===== src/rtl/fpa_pkg.sv =====
package fpa_pkg;
    localparam int EXP_W  = 8;
    localparam int FRAC_W = 23;

    typedef enum logic [2:0] {
        ST_IDLE,
        ST_ADD,
        ST_NORM,
        ST_RND,
        ST_RENORM,
        ST_FIN
    } fpa_state_e;
endpackage


===== src/rtl/fpa_expcmp.sv =====
module fpa_expcmp #(
    parameter int EXP_W  = 8,
    parameter int FRAC_W = 23,
    localparam int WORD_W = 1 + EXP_W + FRAC_W,
    localparam int SIG_W  = FRAC_W + 1
) (
    input  logic [WORD_W-1:0] a,
    input  logic [WORD_W-1:0] b,
    output logic              big_sign,
    output logic              eff_sub,
    output logic [EXP_W-1:0]  big_exp,
    output logic [EXP_W-1:0]  diff,
    output logic [SIG_W-1:0]  big_sig,
    output logic [SIG_W-1:0]  sml_sig
);
    logic [WORD_W-2:0] mag_a, mag_b;
    logic [EXP_W-1:0]  ea, eb, sml_exp;
    logic              a_ge;

    always_comb begin
        ea    = a[WORD_W-2 -: EXP_W];
        eb    = b[WORD_W-2 -: EXP_W];
        mag_a = (ea == '0) ? '0 : a[WORD_W-2:0];
        mag_b = (eb == '0) ? '0 : b[WORD_W-2:0];
        a_ge  = (mag_a >= mag_b);
        big_sign = a_ge ? a[WORD_W-1] : b[WORD_W-1];
        eff_sub  = a[WORD_W-1] ^ b[WORD_W-1];
        big_exp  = a_ge ? ea : eb;
        sml_exp  = a_ge ? eb : ea;
        diff     = big_exp - sml_exp;
        big_sig  = a_ge ? {(ea != '0), mag_a[FRAC_W-1:0]} : {(eb != '0), mag_b[FRAC_W-1:0]};
        sml_sig  = a_ge ? {(eb != '0), mag_b[FRAC_W-1:0]} : {(ea != '0), mag_a[FRAC_W-1:0]};
        // a zero larger operand implies a zero smaller operand
        a_r4_zero_order: assert (big_sig != '0 || sml_sig == '0)
            else $error("a_r4_zero_order");
    end
endmodule


===== src/rtl/fpa_align.sv =====
module fpa_align #(
    parameter int SIG_W = 24,
    parameter int SH_W  = 8,
    localparam int EXT_W = SIG_W + 3
) (
    input  logic [SIG_W-1:0] sig,
    input  logic [SH_W-1:0]  shamt,
    output logic [EXT_W-1:0] ext
);
    logic [EXT_W-1:0] full, shifted;
    logic             lost;

    always_comb begin
        full    = {sig, 3'b000};
        shifted = full >> shamt;
        lost    = |(full & ~({EXT_W{1'b1}} << shamt));
        if (int'(shamt) >= EXT_W) begin
            ext = {{(EXT_W-1){1'b0}}, |sig};
        end else begin
            ext = shifted | {{(EXT_W-1){1'b0}}, lost};
        end
        // no nonzero operand disappears entirely during alignment
        a_r6_sticky_keeps: assert ((sig == '0) == (ext == '0))
            else $error("a_r6_sticky_keeps");
    end
endmodule


===== src/rtl/fpa_norm.sv =====
module fpa_norm #(
    parameter int EXT_W = 27,
    parameter int EI_W  = 10,
    localparam int LZ_W = $clog2(EXT_W)
) (
    input  logic [EXT_W:0]   raw,
    input  logic [EI_W-1:0]  exp_in,
    output logic [EXT_W-1:0] mant,
    output logic [EI_W-1:0]  exp_out,
    output logic             zero
);
    logic [LZ_W-1:0] lz;
    logic            found;

    always_comb begin
        lz    = '0;
        found = 1'b0;
        for (int i = EXT_W - 1; i >= 0; i--) begin
            if (!found && raw[i]) begin
                lz    = LZ_W'(EXT_W - 1 - i);
                found = 1'b1;
            end
        end
        zero = (raw == '0);
        if (raw[EXT_W]) begin
            mant    = {raw[EXT_W:2], raw[1] | raw[0]};
            exp_out = exp_in + EI_W'(1);
        end else begin
            mant    = raw[EXT_W-1:0] << lz;
            exp_out = exp_in - EI_W'(lz);
        end
        // a nonzero sum leaves normalization with its leading one on top
        a_r4_norm_lead: assert (zero || mant[EXT_W-1])
            else $error("a_r4_norm_lead");
    end
endmodule


===== src/rtl/fpa_round.sv =====
module fpa_round #(
    parameter int SIG_W = 24,
    localparam int EXT_W = SIG_W + 3
) (
    input  logic [EXT_W-1:0] mant,
    output logic [SIG_W:0]   rnd
);
    logic up;

    always_comb begin
        up  = mant[2] & (mant[1] | mant[0] | mant[3]);
        rnd = {1'b0, mant[EXT_W-1:3]} + {{SIG_W{1'b0}}, up};
        // a carry out of rounding only comes from an all-ones significand
        a_r7_carry_from_ones: assert (!rnd[SIG_W] || (&mant[EXT_W-1:3]))
            else $error("a_r7_carry_from_ones");
    end
endmodule


===== src/rtl/fpa_add32.sv =====
module fpa_add32 #(
    parameter int EXP_W  = fpa_pkg::EXP_W,
    parameter int FRAC_W = fpa_pkg::FRAC_W,
    localparam int WORD_W = 1 + EXP_W + FRAC_W
) (
    input  logic              clk,
    input  logic              rst_n,
    input  logic              start,
    input  logic [WORD_W-1:0] op_a,
    input  logic [WORD_W-1:0] op_b,
    output logic              done,
    output logic [WORD_W-1:0] sum,
    output logic              ovf,
    output logic              unf
);
    import fpa_pkg::*;

    localparam int SIG_W   = FRAC_W + 1;
    localparam int EXT_W   = SIG_W + 3;
    localparam int EI_W    = EXP_W + 2;
    localparam logic signed [EI_W-1:0] EXP_TOP = EI_W'((1 << EXP_W) - 1);
    localparam logic signed [EI_W-1:0] EXP_ONE = EI_W'(1);

    typedef struct packed {
        fpa_state_e        st;
        logic              sign;
        logic              eff_sub;
        logic [EI_W-1:0]   exp;
        logic [EXT_W-1:0]  big;
        logic [EXT_W-1:0]  sml;
        logic [EXT_W:0]    raw;
        logic [EXT_W-1:0]  mant;
        logic              zero;
        logic [SIG_W:0]    rnd;
        logic [WORD_W-1:0] res;
        logic              ovf;
        logic              unf;
        logic              done;
    } regs_t;

    regs_t r_d, r_q;

    logic              c_sign, c_sub;
    logic [EXP_W-1:0]  c_exp, c_diff;
    logic [SIG_W-1:0]  c_big, c_sml;
    logic [EXT_W-1:0]  al_sml;
    logic [EXT_W-1:0]  n_mant;
    logic [EI_W-1:0]   n_exp;
    logic              n_zero;
    logic [SIG_W:0]    rnd_w;

    fpa_expcmp #(.EXP_W(EXP_W), .FRAC_W(FRAC_W)) u_cmp (
        .a(op_a), .b(op_b), .big_sign(c_sign), .eff_sub(c_sub),
        .big_exp(c_exp), .diff(c_diff), .big_sig(c_big), .sml_sig(c_sml)
    );

    fpa_align #(.SIG_W(SIG_W), .SH_W(EXP_W)) u_align (
        .sig(c_sml), .shamt(c_diff), .ext(al_sml)
    );

    fpa_norm #(.EXT_W(EXT_W), .EI_W(EI_W)) u_norm (
        .raw(r_q.raw), .exp_in(r_q.exp), .mant(n_mant), .exp_out(n_exp), .zero(n_zero)
    );

    fpa_round #(.SIG_W(SIG_W)) u_round (
        .mant(r_q.mant), .rnd(rnd_w)
    );

    always_comb begin
        r_d      = r_q;
        r_d.done = 1'b0;
        case (r_q.st)
            ST_IDLE: begin
                if (start) begin
                    r_d.sign    = c_sign;
                    r_d.eff_sub = c_sub;
                    r_d.exp     = EI_W'(c_exp);
                    r_d.big     = {c_big, 3'b000};
                    r_d.sml     = al_sml;
                    r_d.st      = ST_ADD;
                end
            end
            ST_ADD: begin
                r_d.raw = r_q.eff_sub ? ({1'b0, r_q.big} - {1'b0, r_q.sml})
                                      : ({1'b0, r_q.big} + {1'b0, r_q.sml});
                r_d.st  = ST_NORM;
            end
            ST_NORM: begin
                r_d.mant = n_mant;
                r_d.exp  = n_exp;
                r_d.zero = n_zero;
                r_d.st   = ST_RND;
            end
            ST_RND: begin
                r_d.rnd = rnd_w;
                r_d.st  = rnd_w[SIG_W] ? ST_RENORM : ST_FIN;
            end
            ST_RENORM: begin
                r_d.rnd = {1'b0, r_q.rnd[SIG_W:1]};
                r_d.exp = r_q.exp + EI_W'(1);
                r_d.st  = ST_FIN;
            end
            ST_FIN: begin
                r_d.done = 1'b1;
                r_d.st   = ST_IDLE;
                r_d.ovf  = 1'b0;
                r_d.unf  = 1'b0;
                if (r_q.zero) begin
                    r_d.res = '0;
                end else if ($signed(r_q.exp) >= EXP_TOP) begin
                    r_d.res = {r_q.sign, {EXP_W{1'b1}}, {FRAC_W{1'b0}}};
                    r_d.ovf = 1'b1;
                end else if ($signed(r_q.exp) < EXP_ONE) begin
                    r_d.res = {r_q.sign, {(WORD_W-1){1'b0}}};
                    r_d.unf = 1'b1;
                end else begin
                    r_d.res = {r_q.sign, r_q.exp[EXP_W-1:0], r_q.rnd[FRAC_W-1:0]};
                end
            end
            default: r_d.st = ST_IDLE;
        endcase
    end

    always_ff @(posedge clk or negedge rst_n) begin
        if (!rst_n) r_q <= '0;
        else        r_q <= r_d;
    end

    assign done = r_q.done;
    assign sum  = r_q.res;
    assign ovf  = r_q.ovf;
    assign unf  = r_q.unf;

    a_r1_done_one_cycle: assert property (@(posedge clk) disable iff (!rst_n)
        done |=> !done) else $error("a_r1_done_one_cycle");

    a_r1_done_after_fin: assert property (@(posedge clk) disable iff (!rst_n)
        done |-> $past(r_q.st) == ST_FIN) else $error("a_r1_done_after_fin");

    a_r7_renorm_after_round: assert property (@(posedge clk) disable iff (!rst_n)
        (r_q.st == ST_RENORM) |-> $past(r_q.st) == ST_RND) else $error("a_r7_renorm_after_round");

    a_r8_ovf_pattern: assert property (@(posedge clk) disable iff (!rst_n)
        ovf |-> (sum[WORD_W-2:FRAC_W] == {EXP_W{1'b1}} && sum[FRAC_W-1:0] == '0))
        else $error("a_r8_ovf_pattern");

    a_r8_flags_exclusive: assert property (@(posedge clk) disable iff (!rst_n)
        !(ovf && unf)) else $error("a_r8_flags_exclusive");

    a_r9_unf_pattern: assert property (@(posedge clk) disable iff (!rst_n)
        unf |-> sum[WORD_W-2:0] == '0) else $error("a_r9_unf_pattern");
endmodule


===== config.mk =====
export PLATFORM = sky130hd
export DESIGN_NAME = fpa_add32
export DESIGN_NICKNAME = d
export VERILOG_FILES = /design/src/rtl/fpa_pkg.sv /design/src/rtl/fpa_expcmp.sv /design/src/rtl/fpa_align.sv /design/src/rtl/fpa_norm.sv /design/src/rtl/fpa_round.sv /design/src/rtl/fpa_add32.sv
export SDC_FILE = /design/constraint.sdc
export NUM_CORES = 1
export LEC_CHECK = 0
export ABC_AREA = 1
export BUFFER_PORTS_ARGS = -buffer_cell sky130_fd_sc_hd__buf_4
export CAP_MARGIN = 0
export CORE_MARGIN = 2
export CORE_UTILIZATION = 63
export DETAILED_ROUTE_END_ITERATION = 8
export HOLD_SLACK_MARGIN = 0.05
export PLACE_DENSITY = 0.87
export SYNTH_ARGS = -nofsm -noshare
export SYNTH_HDL_FRONTEND = slang
export SYNTH_SLANG_ARGS = --single-unit
export TNS_END_PERCENT = 100

===== constraint.sdc =====
create_clock -name clk -period 4.2 [get_ports clk]
set_input_delay 0.84 -clock clk [delete_from_list [all_inputs] [get_ports clk]]
set_output_delay 0.84 -clock clk [all_outputs]
set_load 0.02 [all_outputs]

==> flow_metrics.tcl <==
set metrics [dict create \
    outcome "finished with violations" \
    violations "DRC, setup timing" \
    synth_cell_types 65 \
    max_slew_margin_pct 23.4 \
    area_delta_synth_final_pct 19.4 \
    rsz0062_at_grt "true" \
    core_area_um2 25800 \
    netlist.area_leader.share_pct 27.7 \
    clk_pin_slew_ps 80 \
    dieArea_um2 27400 \
    detail_route.first_pass.iterations 9 \
    nFillCells 1996 \
    max_cap_viol_count 0 \
    antenna_found_initial 1 \
    yosys_warnings 0 \
    p_per_area_nw_per_um2 706 \
    fmax_ghz 0.229 \
    clockRootBuffer "clkbuf_16" \
    critPathBufInv 8 \
    arrival_ps 4710 \
    synth_area_leaders "dfrtp_1 (28%), nand2_1 (15%), nand3_1 (7.7%)" \
    fin_crit_sh_pct 104 \
    row_count 59 \
    cp_top_family "simple AND/OR/NAND/NOR gates" \
    cts_sinks 182 \
    drive_above_1_share_pct 18.4 \
    fp.dieW_um 166 \
    ir_worst_vdd_mv 0.545 \
    drcViolationCount 15 \
    async_flop_share_pct 100 \
    finalClockSkew_ps 17.4 \
    cts_tree "yes" \
    overflow 0 \
    cts_buffers 17 \
    fin_ws_ps -163 \
    grt_max_degree 108 \
    synth.net_count 2704 \
    crit_type "primary input to flip-flop" \
    viasPerCell 6.18 \
    port_buffers 101 \
    stdcell_count 3100 \
    total_power_mw 13.9 \
    hold_path.class "flip-flop to flip-flop" \
    initial_utilization_pct 63.7 \
    end_kind "flip-flop" \
    worstSkewPairLatency_ps 450 \
    dp_slack_ps -755 \
    synth_area_um2 16500 \
    die_h_um 166 \
    routabilityCongestion 1.02 \
    dp_cells 3043 \
    grt_use_total_pct 41.8 \
    hold_ws_ps 494 \
    finalSetupTns_ps -1100 \
    netlist_instances 2546 \
    path_max_fanout 7 \
    yosysSeqAreaShare_pct 27.7 \
    synth_edf_count 0 \
    path_common_cell "nand2_1" \
    power.leakage_nw 10.0 \
    yosysMostFrequentCell "nand2_1" \
    slowest_delay_ps 300 \
    wirelength_um 59000 \
    setup_viol 19 \
    ys.flop_type "dfrtp_1" \
    finalNetCount 2909 \
    tightest_slew_ps 1150 \
    dp_hpwl_um 43600 \
    crit_path_start_kind "primary input" \
    clk_path_buf_depth 2 \
    drt.antenna.violating_nets 0 \
    pin_count 102 \
    wl_per_cell_um 19.0 \
    grt_pass1_vias 18100 \
    htreeDepth 4 \
    maxSlewViolCount 0 \
    synthTopCellsByCount "nand2_1 (660), inv_1 (330), nand3_1 (252)" \
    hold_viol 0 \
    drt_iter0_drc 2576 \
    syn_area_per_cell_um2 6.47 \
    grt_pass1_wl_um 92800 \
    worst_ep_required_time_ps 4540 \
    ys_seq_elements 182 \
    vias 19200 \
    period_needed_ps 4360 \
    slowest_stage "ha_1" \
    yosys.area.top_type "dfrtp_1" \
]
-- registers in the layout, indices dropped and copies added, names as in the netlist --
register and flops:
done 1, ovf 1, r_q 147, sum 32
unf 1
-- report_power, final --
group          switching (mW)  total, mW  internal [mW]
logic                    5.72       8.75           3.03
clock network           0.828       1.69          0.864
registers               0.912       3.44           2.53
-- layout by cell type, fill, tap and decap left out, types with 5 or more instances in the layout --
cell / instances
nand2_1: 643
inv_1: 322
buf_4: 321
nand3_1: 236
nor2_1: 188
dfrtp_1: 180
o21ai_0: 155
a21oi_1: 137
ha_1: 86
nand4_1: 42
o211ai_1: 40
xor2_1: 31
o21ai_1: 29
nor3_1: 25
nand2_2: 24
o221ai_1: 24
nor2_2: 20
o22ai_1: 18
nand3_2: 17
clkbuf_16: 17
inv_2: 15
a22oi_1: 15
a2bb2oi_1: 13
buf_6: 11
a21oi_2: 9
nor3_2: 9
a211oi_1: 8
nor2_4: 7
nor4_1: 7
a31oi_1: 7
or2_2: 7
inv_6: 6
o21bai_1: 6
xnor2_1: 6
nand3b_1: 5
o21ai_2: 5
-- worst reg2reg max path, delay by kind of cell, from the launching register on --
kind            cells  cell delay (ps)
compound gates      4              520
fa+ha+maj           1              240
buf+inv             4              410
flops               1              440
simple gates       18             2330
-- metrics by stage --
step / util, % / cell area [um^2]
2_1_floorplan: - / 16500
3_3_place_gp: 71.7 / 18500
3_5_place_dp: 71.7 / 18500
4_1_cts: 74.6 / 19300
5_1_grt: 76.1 / 19700
6_report: 76.1 / 19700
-- what timing repair did --
item                                    CTS  global route
endpoints found under the hold margin     0             0
cloned                                    1             1
resized for setup                        34            78
endpoints found under the setup margin   22            33
pin swaps                                24            43
setup buffers                             3            20
hold buffers                              0             0
-- path summary, 6_finish.rpt --
check / start / to / slack (ps) / depth (start not counted)
worst min-delay path: sum[14]$_DFFE_PN0P_ / sum[14]$_DFFE_PN0P_ / 490 / 2
worst max register to register: r_q[113]$_DFFE_PN0P_ / r_q[178]$_DFFE_PN0P_ / 180 / 27
worst max-delay path: op_a[30] / r_q[121]$_DFFE_PN0P_ / -160 / 37
min in group asynchronous: rst_n / sum[8]$_DFFE_PN0P_ / 510 / 1
worst min register to register: sum[14]$_DFFE_PN0P_ / sum[14]$_DFFE_PN0P_ / 490 / 2
max in group asynchronous: rst_n / r_q[142]$_DFFE_PN0P_ / 2690 / 2
-- layout make-up --
class,count,area [um^2],area share (%)
multi-input cells,1871,10200,51.7
repair buffers,336,2610,13.3
inverters,343,1300,6.61
clock inverters,14,160,0.814
clock buffers,18,439,2.23
flip-flops and latches,182,4560,23.2
diodes,1,2.50,0.0127
well taps,335,419,2.13
-- routing by layer --
metal	wire length, um	share of wire (%)	GRT usage [%]
met5	0	0	0
met4	3680	6.2	22.3
met3	5420	9.2	5.50
met2	27500	47	69.6
met1	22400	38	53.2
-- cell families (layout without fill, tap and decap cells) --
logic type                 count (synthesis)  count (layout)  synth area share [%]
muxes                                      2               2                 0.122
adders and majority gates                 91              91                  7.01
AOI/OAI and AO/OA                        493             493                  17.8
other                                      0               1                     0
xor gates and xnor gates                  37              37                  1.97
DFF                                      182             182                  27.7
buffers and inverters                    493             711                  12.6
and+or+nand+nor                         1248            1248                  32.8
Note: power is estimated with default switching activity, not from simulation.
